<file path="src/rtl/rbt_pkg.sv">
package rbt_pkg;

    localparam int THREADS = 2;

    typedef enum logic {
        OC_NORMAL  = 1'b0,
        OC_REDUCED = 1'b1
    } occ_state_e;

    typedef enum logic {
        MS_CLEAR   = 1'b0,
        MS_INHIBIT = 1'b1
    } miss_state_e;

    typedef enum logic [1:0] {
        SY_IDLE  = 2'd0,
        SY_FLUSH = 2'd1,
        SY_HOLD  = 2'd2
    } sync_state_e;

endpackage

</file>
<file path="src/rtl/rbt_occ_arb.sv">
module rbt_occ_arb
    import rbt_pkg::*;
#(
    parameter int CNT_W = 5
) (
    input  logic                            clk,
    input  logic                            rst_n,
    input  logic [THREADS-1:0][CNT_W-1:0]   cnt,
    input  logic [CNT_W-1:0]                limit,
    input  logic [CNT_W-1:0]                margin,
    output logic [THREADS-1:0]              reduce
);
    localparam int SUM_W = CNT_W + 1;

    logic [THREADS-1:0] over;
    logic [THREADS-1:0] calm;
    logic [THREADS-1:0] wins;
    logic [THREADS-1:0] is_normal;

    for (genvar i = 0; i < THREADS; i++) begin : g_thr
        localparam int  J       = THREADS - 1 - i;
        localparam bit  TIE_WIN = (i == 0);

        occ_state_e st_q;
        occ_state_e st_d;
        logic [SUM_W-1:0] relax_sum;

        assign relax_sum = {1'b0, cnt[i]} + {1'b0, margin};
        assign over[i]   = (limit != '0) && (cnt[i] > limit);
        assign calm[i]   = (limit == '0) || (cnt[i] == '0)
                         || (relax_sum < {1'b0, limit});
        assign wins[i]   = !over[J] || (cnt[i] > cnt[J])
                         || ((cnt[i] == cnt[J]) && TIE_WIN);

        always_ff @(posedge clk) begin
            if (!rst_n) st_q <= OC_NORMAL;
            else        st_q <= st_d;
        end

        always_comb begin
            st_d = st_q;
            unique case (st_q)
                OC_NORMAL:  if (over[i] && is_normal[J] && wins[i]) st_d = OC_REDUCED;
                OC_REDUCED: if (calm[i])                            st_d = OC_NORMAL;
                default:    st_d = OC_NORMAL;
            endcase
        end

        always_comb begin
            is_normal[i] = (st_q == OC_NORMAL);
            reduce[i]    = (st_q == OC_REDUCED);
        end
    end

    a_r3_single_reduce: assert property (@(posedge clk) disable iff (!rst_n)
        $onehot0(reduce));

    a_r6_occ_off: assert property (@(posedge clk) disable iff (!rst_n)
        (limit == '0) |=> (reduce == '0));

    a_r1_occ_enter: assert property (@(posedge clk) disable iff (!rst_n)
        ((limit != '0) && (cnt[0] > limit) && (cnt[1] <= limit) && !reduce[1])
        |=> reduce[0]);

endmodule

</file>
<file path="src/rtl/rbt_miss_gate.sv">
module rbt_miss_gate
    import rbt_pkg::*;
#(
    parameter int CNT_W = 4
) (
    input  logic             clk,
    input  logic             rst_n,
    input  logic [CNT_W-1:0] cnt,
    input  logic [CNT_W-1:0] limit,
    input  logic [CNT_W-1:0] margin,
    output logic             inhibit
);
    localparam int SUM_W = CNT_W + 1;

    miss_state_e      st_q;
    miss_state_e      st_d;
    logic             choke;
    logic             drain;
    logic [SUM_W-1:0] relax_sum;

    assign relax_sum = {1'b0, cnt} + {1'b0, margin};
    assign choke     = (limit != '0) && (cnt >= limit);
    assign drain     = (limit == '0) || (cnt == '0) || (relax_sum < {1'b0, limit});

    always_ff @(posedge clk) begin
        if (!rst_n) st_q <= MS_CLEAR;
        else        st_q <= st_d;
    end

    always_comb begin
        st_d = st_q;
        unique case (st_q)
            MS_CLEAR:   if (choke) st_d = MS_INHIBIT;
            MS_INHIBIT: if (drain) st_d = MS_CLEAR;
            default:    st_d = MS_CLEAR;
        endcase
    end

    always_comb inhibit = (st_q == MS_INHIBIT);

    a_r4_miss_enter: assert property (@(posedge clk) disable iff (!rst_n)
        ((limit != '0) && (cnt >= limit)) |=> inhibit);

    a_r6_miss_off: assert property (@(posedge clk) disable iff (!rst_n)
        (limit == '0) |=> !inhibit);

endmodule

</file>
<file path="src/rtl/rbt_sync_ctl.sv">
module rbt_sync_ctl
    import rbt_pkg::*;
(
    input  logic clk,
    input  logic rst_n,
    input  logic pend,
    output logic flush,
    output logic hold
);
    sync_state_e st_q;
    sync_state_e st_d;

    always_ff @(posedge clk) begin
        if (!rst_n) st_q <= SY_IDLE;
        else        st_q <= st_d;
    end

    always_comb begin
        st_d = st_q;
        unique case (st_q)
            SY_IDLE:  if (pend)  st_d = SY_FLUSH;
            SY_FLUSH: st_d = pend ? SY_HOLD : SY_IDLE;
            SY_HOLD:  if (!pend) st_d = SY_IDLE;
            default:  st_d = SY_IDLE;
        endcase
    end

    always_comb begin
        flush = (st_q == SY_FLUSH);
        hold  = (st_q == SY_FLUSH) || (st_q == SY_HOLD);
    end

    a_r7_flush_single: assert property (@(posedge clk) disable iff (!rst_n)
        flush |=> !flush);

    a_r7_flush_after_pend: assert property (@(posedge clk) disable iff (!rst_n)
        flush |-> $past(pend));

    a_r8_hold_while_pend: assert property (@(posedge clk) disable iff (!rst_n)
        (hold && pend) |=> hold);

endmodule

</file>
<file path="src/rtl/rbt_throttle.sv">
module rbt_throttle
    import rbt_pkg::*;
#(
    parameter int OCC_W  = 5,
    parameter int MISS_W = 4
) (
    input  logic                           clk,
    input  logic                           rst_n,
    input  logic [THREADS-1:0][OCC_W-1:0]  occ_cnt,
    input  logic [OCC_W-1:0]               occ_limit,
    input  logic [OCC_W-1:0]               occ_margin,
    input  logic [THREADS-1:0][MISS_W-1:0] miss_cnt,
    input  logic [MISS_W-1:0]              miss_limit,
    input  logic [MISS_W-1:0]              miss_margin,
    input  logic [THREADS-1:0]             sync_pend,
    output logic [THREADS-1:0]             prio_down,
    output logic [THREADS-1:0]             decode_inhibit,
    output logic [THREADS-1:0]             flush_req
);
    logic [THREADS-1:0] miss_inh;
    logic [THREADS-1:0] sync_hold;

    rbt_occ_arb #(.CNT_W(OCC_W)) u_occ (
        .clk    (clk),
        .rst_n  (rst_n),
        .cnt    (occ_cnt),
        .limit  (occ_limit),
        .margin (occ_margin),
        .reduce (prio_down)
    );

    for (genvar t = 0; t < THREADS; t++) begin : g_thr
        rbt_miss_gate #(.CNT_W(MISS_W)) u_miss (
            .clk     (clk),
            .rst_n   (rst_n),
            .cnt     (miss_cnt[t]),
            .limit   (miss_limit),
            .margin  (miss_margin),
            .inhibit (miss_inh[t])
        );

        rbt_sync_ctl u_sync (
            .clk   (clk),
            .rst_n (rst_n),
            .pend  (sync_pend[t]),
            .flush (flush_req[t]),
            .hold  (sync_hold[t])
        );
    end

    assign decode_inhibit = miss_inh | sync_hold;

    a_r8_flush_inhibits: assert property (@(posedge clk) disable iff (!rst_n)
        ((flush_req & ~decode_inhibit) == '0));

    a_r10_reset_quiet: assert property (@(posedge clk)
        !rst_n |=> (prio_down == '0) && (decode_inhibit == '0) && (flush_req == '0));

endmodule

</file>
<file path="config.mk">
export PLATFORM = sky130hd
export DESIGN_NAME = rbt_throttle
export DESIGN_NICKNAME = d
export VERILOG_FILES = /design/src/rtl/rbt_pkg.sv /design/src/rtl/rbt_occ_arb.sv /design/src/rtl/rbt_miss_gate.sv /design/src/rtl/rbt_sync_ctl.sv /design/src/rtl/rbt_throttle.sv
export SDC_FILE = /design/constraint.sdc
export NUM_CORES = 1
export LEC_CHECK = 0
export BUFFER_PORTS_ARGS = -buffer_cell sky130_fd_sc_hd__buf_2
export CAP_MARGIN = 25
export CORE_MARGIN = 3
export CORE_UTILIZATION = 35
export CTS_CLUSTER_DIAMETER = 150
export DETAILED_ROUTE_END_ITERATION = 16
export PLACE_DENSITY = 0.59
export SLEW_MARGIN = 20
export SYNTH_ARGS = -nofsm -noshare
export SYNTH_HDL_FRONTEND = slang
export SYNTH_SLANG_ARGS = --single-unit
</file>
<file path="constraint.sdc">
create_clock -name clk -period 2.7 [get_ports clk]
set_input_delay 0.54 -clock clk [delete_from_list [all_inputs] [get_ports clk]]
set_output_delay 0.54 -clock clk [all_outputs]
set_load 0.02 [all_outputs]
</file>
* After elaboration in Yosys (flattened, before gate mapping)
Cells that the tools add are included.
** Word-level totals
- Register bits :: 8
- Input port bits :: 40
- Output and inout port bits :: 6
- Word-level logic and storage cells :: 89
** Cells by class
- Add/subtract/negate cells :: 4
- $lt $le $gt $ge :: 10
- Equal/unequal tests :: 9
- Muxes and demuxes :: 20
- Bitwise operators :: 5
- Reductions and logical operators :: 35
** Operator list (count)
- 5-bit greater-than comparator :: 4
- 5-bit zero test :: 3
- 1-bit logical OR :: 13
- 5-bit by 5-bit adder with 6-bit output :: 2
- 4-bit zero test :: 3
- 6-bit by 5-bit < comparator with 1-bit output :: 2
- 2-bit two-way mux :: 6
- 2-bit case mux with 3 select lines :: 2
- 4-bit by 4-bit adder with 5-bit output :: 2
- 5-bit by 4-bit < comparator with 1-bit output :: 2
- 4-bit >= comparator :: 2
- 1-bit logical AND :: 8
- 1-bit two-way mux :: 8
- 2-bit != test, second input constant :: 4
- 1-bit case mux with 2 select lines :: 4
- 5-bit equality test :: 1
- 5-bit nonzero test :: 1
- 2-bit by 1-bit equality test with 1-bit output, second input constant :: 2
- 2-bit equality test, second input constant :: 2
- 2-bit zero test :: 2
- 1-bit NOT :: 4
- 2-bit AND reduction :: 2
- 4-bit nonzero test :: 1
- 1-bit zero test :: 2
- 2-bit OR :: 1

* Depth between registers and ports, before layout
- Depth in word-level cells :: 8
- Depth in mapped cells :: 10
- Mapped depth without buffers :: 10

* Modules after synthesis
From an unflattened synthesis, not the netlist that was laid out.
** Second synthesis, totals
- Cells, all modules :: 225
- Area, all modules :: 1941.9 µm²
** Modules (own cells, without submodules)
- rbt_occ_arb :: times used 1, cells an instance 121, area each 991.0 µm², seq. area each 40.0 µm²
- rbt_miss_gate :: times used 2, cells an instance 36, area each 326.6 µm², seq. area each 20.0 µm²
- rbt_sync_ctl :: times used 2, cells an instance 15, area each 142.6 µm², seq. area each 40.0 µm²
- rbt_throttle :: times used 1, cells an instance 2, area each 12.5 µm², seq. area each 0.0 µm²

* Least setup slack after synthesis
No wires, ideal clock.
- Path type :: input to register
- From :: in miss_cnt[4] (netlist bit)
- To :: reg g_thr[1].u_miss.st_q
- Setup time :: 0.132 ns
- Arrival :: 2.194 ns
- Data required time :: 2.568 ns
- Slack :: 0.374 ns
- Stages :: 7
- Buffers on the path :: 0
- Cells stage by stage :: ha_1 > fa_1 > ha_1 > a21o_1 > a21o_1 > a2111oi_4 > o32ai_1
** On the way
- Word-level cells in the longest chain between the ends :: 5
- Elaborated cells on any way between the ends :: 10
- Those cells by class :: add/sub: 1; order compare: 2; mux: 3; reduce/logical: 4
** RTL lines
- start: declaration :: line rbt_throttle.sv:12 : input logic [THREADS-1:0][MISS_W-1:0] miss_cnt,
- 4-bit by 4-bit adder with 5-bit output / 4-bit zero test (equally long branches) :: line rbt_miss_gate.sv:21, rbt_miss_gate.sv:23
- 5-bit by 4-bit < comparator with 1-bit output / 1-bit logical OR (equally long branches) :: line rbt_miss_gate.sv:23 : assign drain = (limit == '0) || (cnt == '0) || (relax_sum < {1'b0, limit});
- 1-bit logical OR :: line rbt_miss_gate.sv:23
- 1-bit two-way mux :: line rbt_miss_gate.sv:34 : MS_INHIBIT: if (drain) st_d = MS_CLEAR;
- 1-bit case mux with 2 select lines * :: line rbt_miss_gate.sv:32 : unique case (st_q)
- end signal: assignment :: line rbt_miss_gate.sv:27 : else st_q <= st_d;
- end: declaration :: line rbt_miss_gate.sv:15 : miss_state_e st_q;
Every way passes the cells marked *; elsewhere a longest branch is shown, timed or not.
A chain may end at the register's enable or synchronous reset.

* Worst setup path in the final report
- From :: in occ_margin[0]
- To :: reg u_occ.g_thr[0].st_q
** On the way
- Word-level cells in the longest chain between the ends :: 5
** RTL lines
- start: declaration :: line rbt_throttle.sv:11 : input logic [OCC_W-1:0] occ_margin,
- 5-bit by 5-bit adder with 6-bit output :: line rbt_occ_arb.sv:28 : assign relax_sum = {1'b0, cnt[i]} + {1'b0, margin};
- 6-bit by 5-bit < comparator with 1-bit output :: line rbt_occ_arb.sv:31 : || (relax_sum < {1'b0, limit});
- 1-bit logical OR :: line rbt_occ_arb.sv:31
- 1-bit two-way mux :: line rbt_occ_arb.sv:44 : OC_REDUCED: if (calm[i]) st_d = OC_NORMAL;
- 1-bit case mux with 2 select lines :: line rbt_occ_arb.sv:42 : unique case (st_q)
- end signal: assignment :: line rbt_occ_arb.sv:37 : else st_q <= st_d;
- end: declaration :: line rbt_occ_arb.sv:24 : occ_state_e st_q;
Every way passes these cells.

==> results.tsv <==
metric	value	unit
cts_buffers	3	
yosysWarningCount	0	
seq_area	160	sq um
die_area	0.00650	sq mm
ant_nets	0	
vias_per_cell	5.03	
ys_top_cells_by_count	ha_1 (63), a21oi_1 (26), inv_1 (20)	
finClkSkew	0.00167	ns
cts.sinks	8	
n_antenna_cell	0	
worstSetupPathType	in -> reg	
tightest_slew	0.533	ns
wl_per_cell	12.4	um
worstSetupEndpointType	register	
place_area	0.00223	sq mm
synthAdderAreaFrac	44.5	%
dieHeight	80.6	um
clkLatencyLatePin	0.23	ns
timing.final.ws_setup	0.324	ns
overflow	0	
power.leakage	1.20	nW
async_reset_ff_share	0	%
maxCapViolCount	0	
rsz0062_at_grt	no	
avgSynthCellArea	8.70	sq um
dr.first_iter.drc_count	28	
hold_viol	0	
synth_top_area_share	40.4	%
fin_area	0.00227	sq mm
yosys.area_share.simple	13.2	%
grt_pass1_wl	7.40	mm
synth_compound_area_share	23.0	%
post_cts.repair.setup_buffers	0	
grt_antenna_before_repair	0	
core	0.00524	sq mm
nets	376	
period_minus_slack	2.38	ns
hold_path_class	reg -> reg	
fillers	541	
drive_gt1_share	19.5	%
synth_seq_area_share	8.22	%
multiInputGateArea	0.00168	sq mm
synth_area	0.00195	sq mm
synthToLayoutAreaGrowth	16.4	%
max_clock_freq	421	MHz
cts_tree	done	
synth_flop_cell	dfxtp_1	
grt_usage	14.1	%
io_pins	46	
cts_hold_buf	0	
synthMuxAreaShare	1.03	%
power_density	322	mW/mm^2
drc	0	
dp_hpwl	3.76	mm
status	finished clean	
synth_cell_types	33	
synth_largest_area_cell	ha_1	
initial_core_util	37.2	%
firstDrtPassIters	4	
critPathRequiredTime	2.80	ns
worst_setup_path_start_kind	input pin	
cp.arrival	2.48	ns
grt_pass1_vias	1722	
h-tree-depth	1	
synth_seq_cells	8	
wirelength	4.18	mm
port_buffers	45	
gp_congestion	0.848	
synth_nets	331	
synth_most_common_cell	ha_1	
synth_top_family_by_area	adder cells	
grt_max_degree	10	
finalMaxSlewViolations	0	
clk_path_buf_depth	2	
rows	26	
ir_worst_vdd	154	uV
vias	1694	
max_slew_margin	64.0	%
synth-xor-area-share	4.49	%
fin_crit_sh	88.0	%
setup_viol	0	
cts_root_buf	clkbuf_8	
synth_area_leaders	ha_1 (40%), dfxtp_1 (8.2%), a21oi_1 (6.7%)	
critPathMaxFanout	4	
place_ws	0.0813	ns
syn_inst	224	
die_x	80.6	um
path_clk_slew	0.04	ns
post_cts_resized	0	
finalSetupTns	0	ns
synth_edf_count	0	
==> per-stage QoR <==
stage	total power (W)	utilization, %	hold slack [ns]	std cells
finish	0.000730	43.3	0.479	337
global route	0.000819	43.3	0.515	337
CTS	0.000742	43.3	0.485	337
detailed placement	0.000591	42.5	0.477	334
global placement	0.000586	42.5	0.472	334
floorplan	0.000475	-	0.448	224
==> path summary, 6_finish.rpt <==
path	to	slack [ns]	cells past startpoint	from
setup / recovery	u_occ.g_thr[0].st_q$_SDFF_PN0_	0.32	11	occ_margin[0]
hold / removal	g_thr[1].u_miss.inhibit$_SDFF_PN0_	0.48	1	g_thr[1].u_miss.inhibit$_SDFF_PN0_
setup reg to reg	g_thr[0].u_sync.st_q[0]$_SDFFE_PN0P_	1.59	6	g_thr[0].u_sync.st_q[0]$_SDFFE_PN0P_
hold reg to reg	g_thr[1].u_miss.inhibit$_SDFF_PN0_	0.48	1	g_thr[1].u_miss.inhibit$_SDFF_PN0_
==> flip-flops by register name, indices dropped and copies added, names as in the netlist <==
| name | cells |
|---|---|
| g_thr.u_miss.inhibit | 2 |
| u_occ.g_thr.st_q | 2 |
| g_thr.u_sync.st_q | 4 |
==> kinds of logic (layout without fill, tap and decap cells) <==
group,after synthesis,in the layout
AO/OA/AOI/OAI,64,64
XOR/XNOR,10,10
adder cells (fa/ha/maj),67,67
buffers and inverters,25,68
flip-flops,8,8
multiplexers,2,2
AND/OR/NAND/NOR,48,48
==> cell usage in the layout (no fill, tap or decap) <==
| cell | Yosys | layout |
|---|---|---|
| o21a_1 | 2 | 2 |
| o21ai_1 | 1 | 1 |
| nor4_1 | 1 | 1 |
| o221ai_1 | 1 | 1 |
| a2111oi_4 | 2 | 2 |
| o41ai_1 | 1 | 1 |
| o22ai_1 | 2 | 2 |
| ha_1 | 63 | 63 |
| mux2i_1 | 2 | 2 |
| o31ai_1 | 1 | 1 |
| o41a_1 | 1 | 1 |
| nor3_1 | 3 | 3 |
| dfxtp_1 | 8 | 8 |
| clkbuf_8 | 0 | 3 |
| buf_2 | 0 | 45 |
| nor2_1 | 6 | 6 |
| xnor2_1 | 6 | 6 |
| nand2b_1 | 6 | 6 |
| o211a_1 | 1 | 1 |
| nand2_1 | 8 | 8 |
| o21ai_0 | 6 | 6 |
| a211oi_1 | 2 | 2 |
| nand4_1 | 4 | 4 |
| nand3_1 | 6 | 6 |
| or4_1 | 2 | 2 |
| xor2_1 | 4 | 4 |
| nor2b_1 | 10 | 10 |
| o32ai_1 | 3 | 3 |
| inv_1 | 20 | 20 |
| or2_2 | 2 | 2 |
| a21oi_1 | 26 | 26 |
| a21o_1 | 15 | 15 |
| fa_1 | 4 | 4 |
==> worst max-delay path: stages <==
cell      delay (ns)
buf_2           0.13
ha_1            0.19
fa_1            0.39
a21o_1          0.17
a21oi_1         0.17
xnor2_1         0.09
ha_1            0.18
a211oi_1        0.21
o21ai_0         0.12
a21oi_1         0.17
o22ai_1         0.11
==> power breakdown <==
part	switching (W)	total [W]	internal, W	leakage (nW)
sequential	0.0000110	0.000145	0.000134	0.0660
combinational	0.000232	0.000441	0.000209	1.11
clock	0.0000476	0.000144	0.0000967	0.0216
total	0.000291	0.000730	0.000440	1.20
==> layer usage <==
layer	GRT usage (%)	vias up	wire [um]	share of wire, %
li1	-	910	-	-
met1	18.2	743	2070	49
met2	24.8	39	1860	44
met3	2.24	2	237	5.7
met4	2.53	0	19	0.45
met5	0	-	0	0
==> layout make-up <==
cell class / count / area share [%]
Multi-Input combinational cell: 191 / 74.0
Timing Repair Buffer: 45 / 9.92
Sequential cell: 8 / 7.06
Tap cell: 70 / 3.86
Inverter: 20 / 3.31
Clock buffer: 3 / 1.82
No activity file was read; power rests on OpenSTA's default activity.
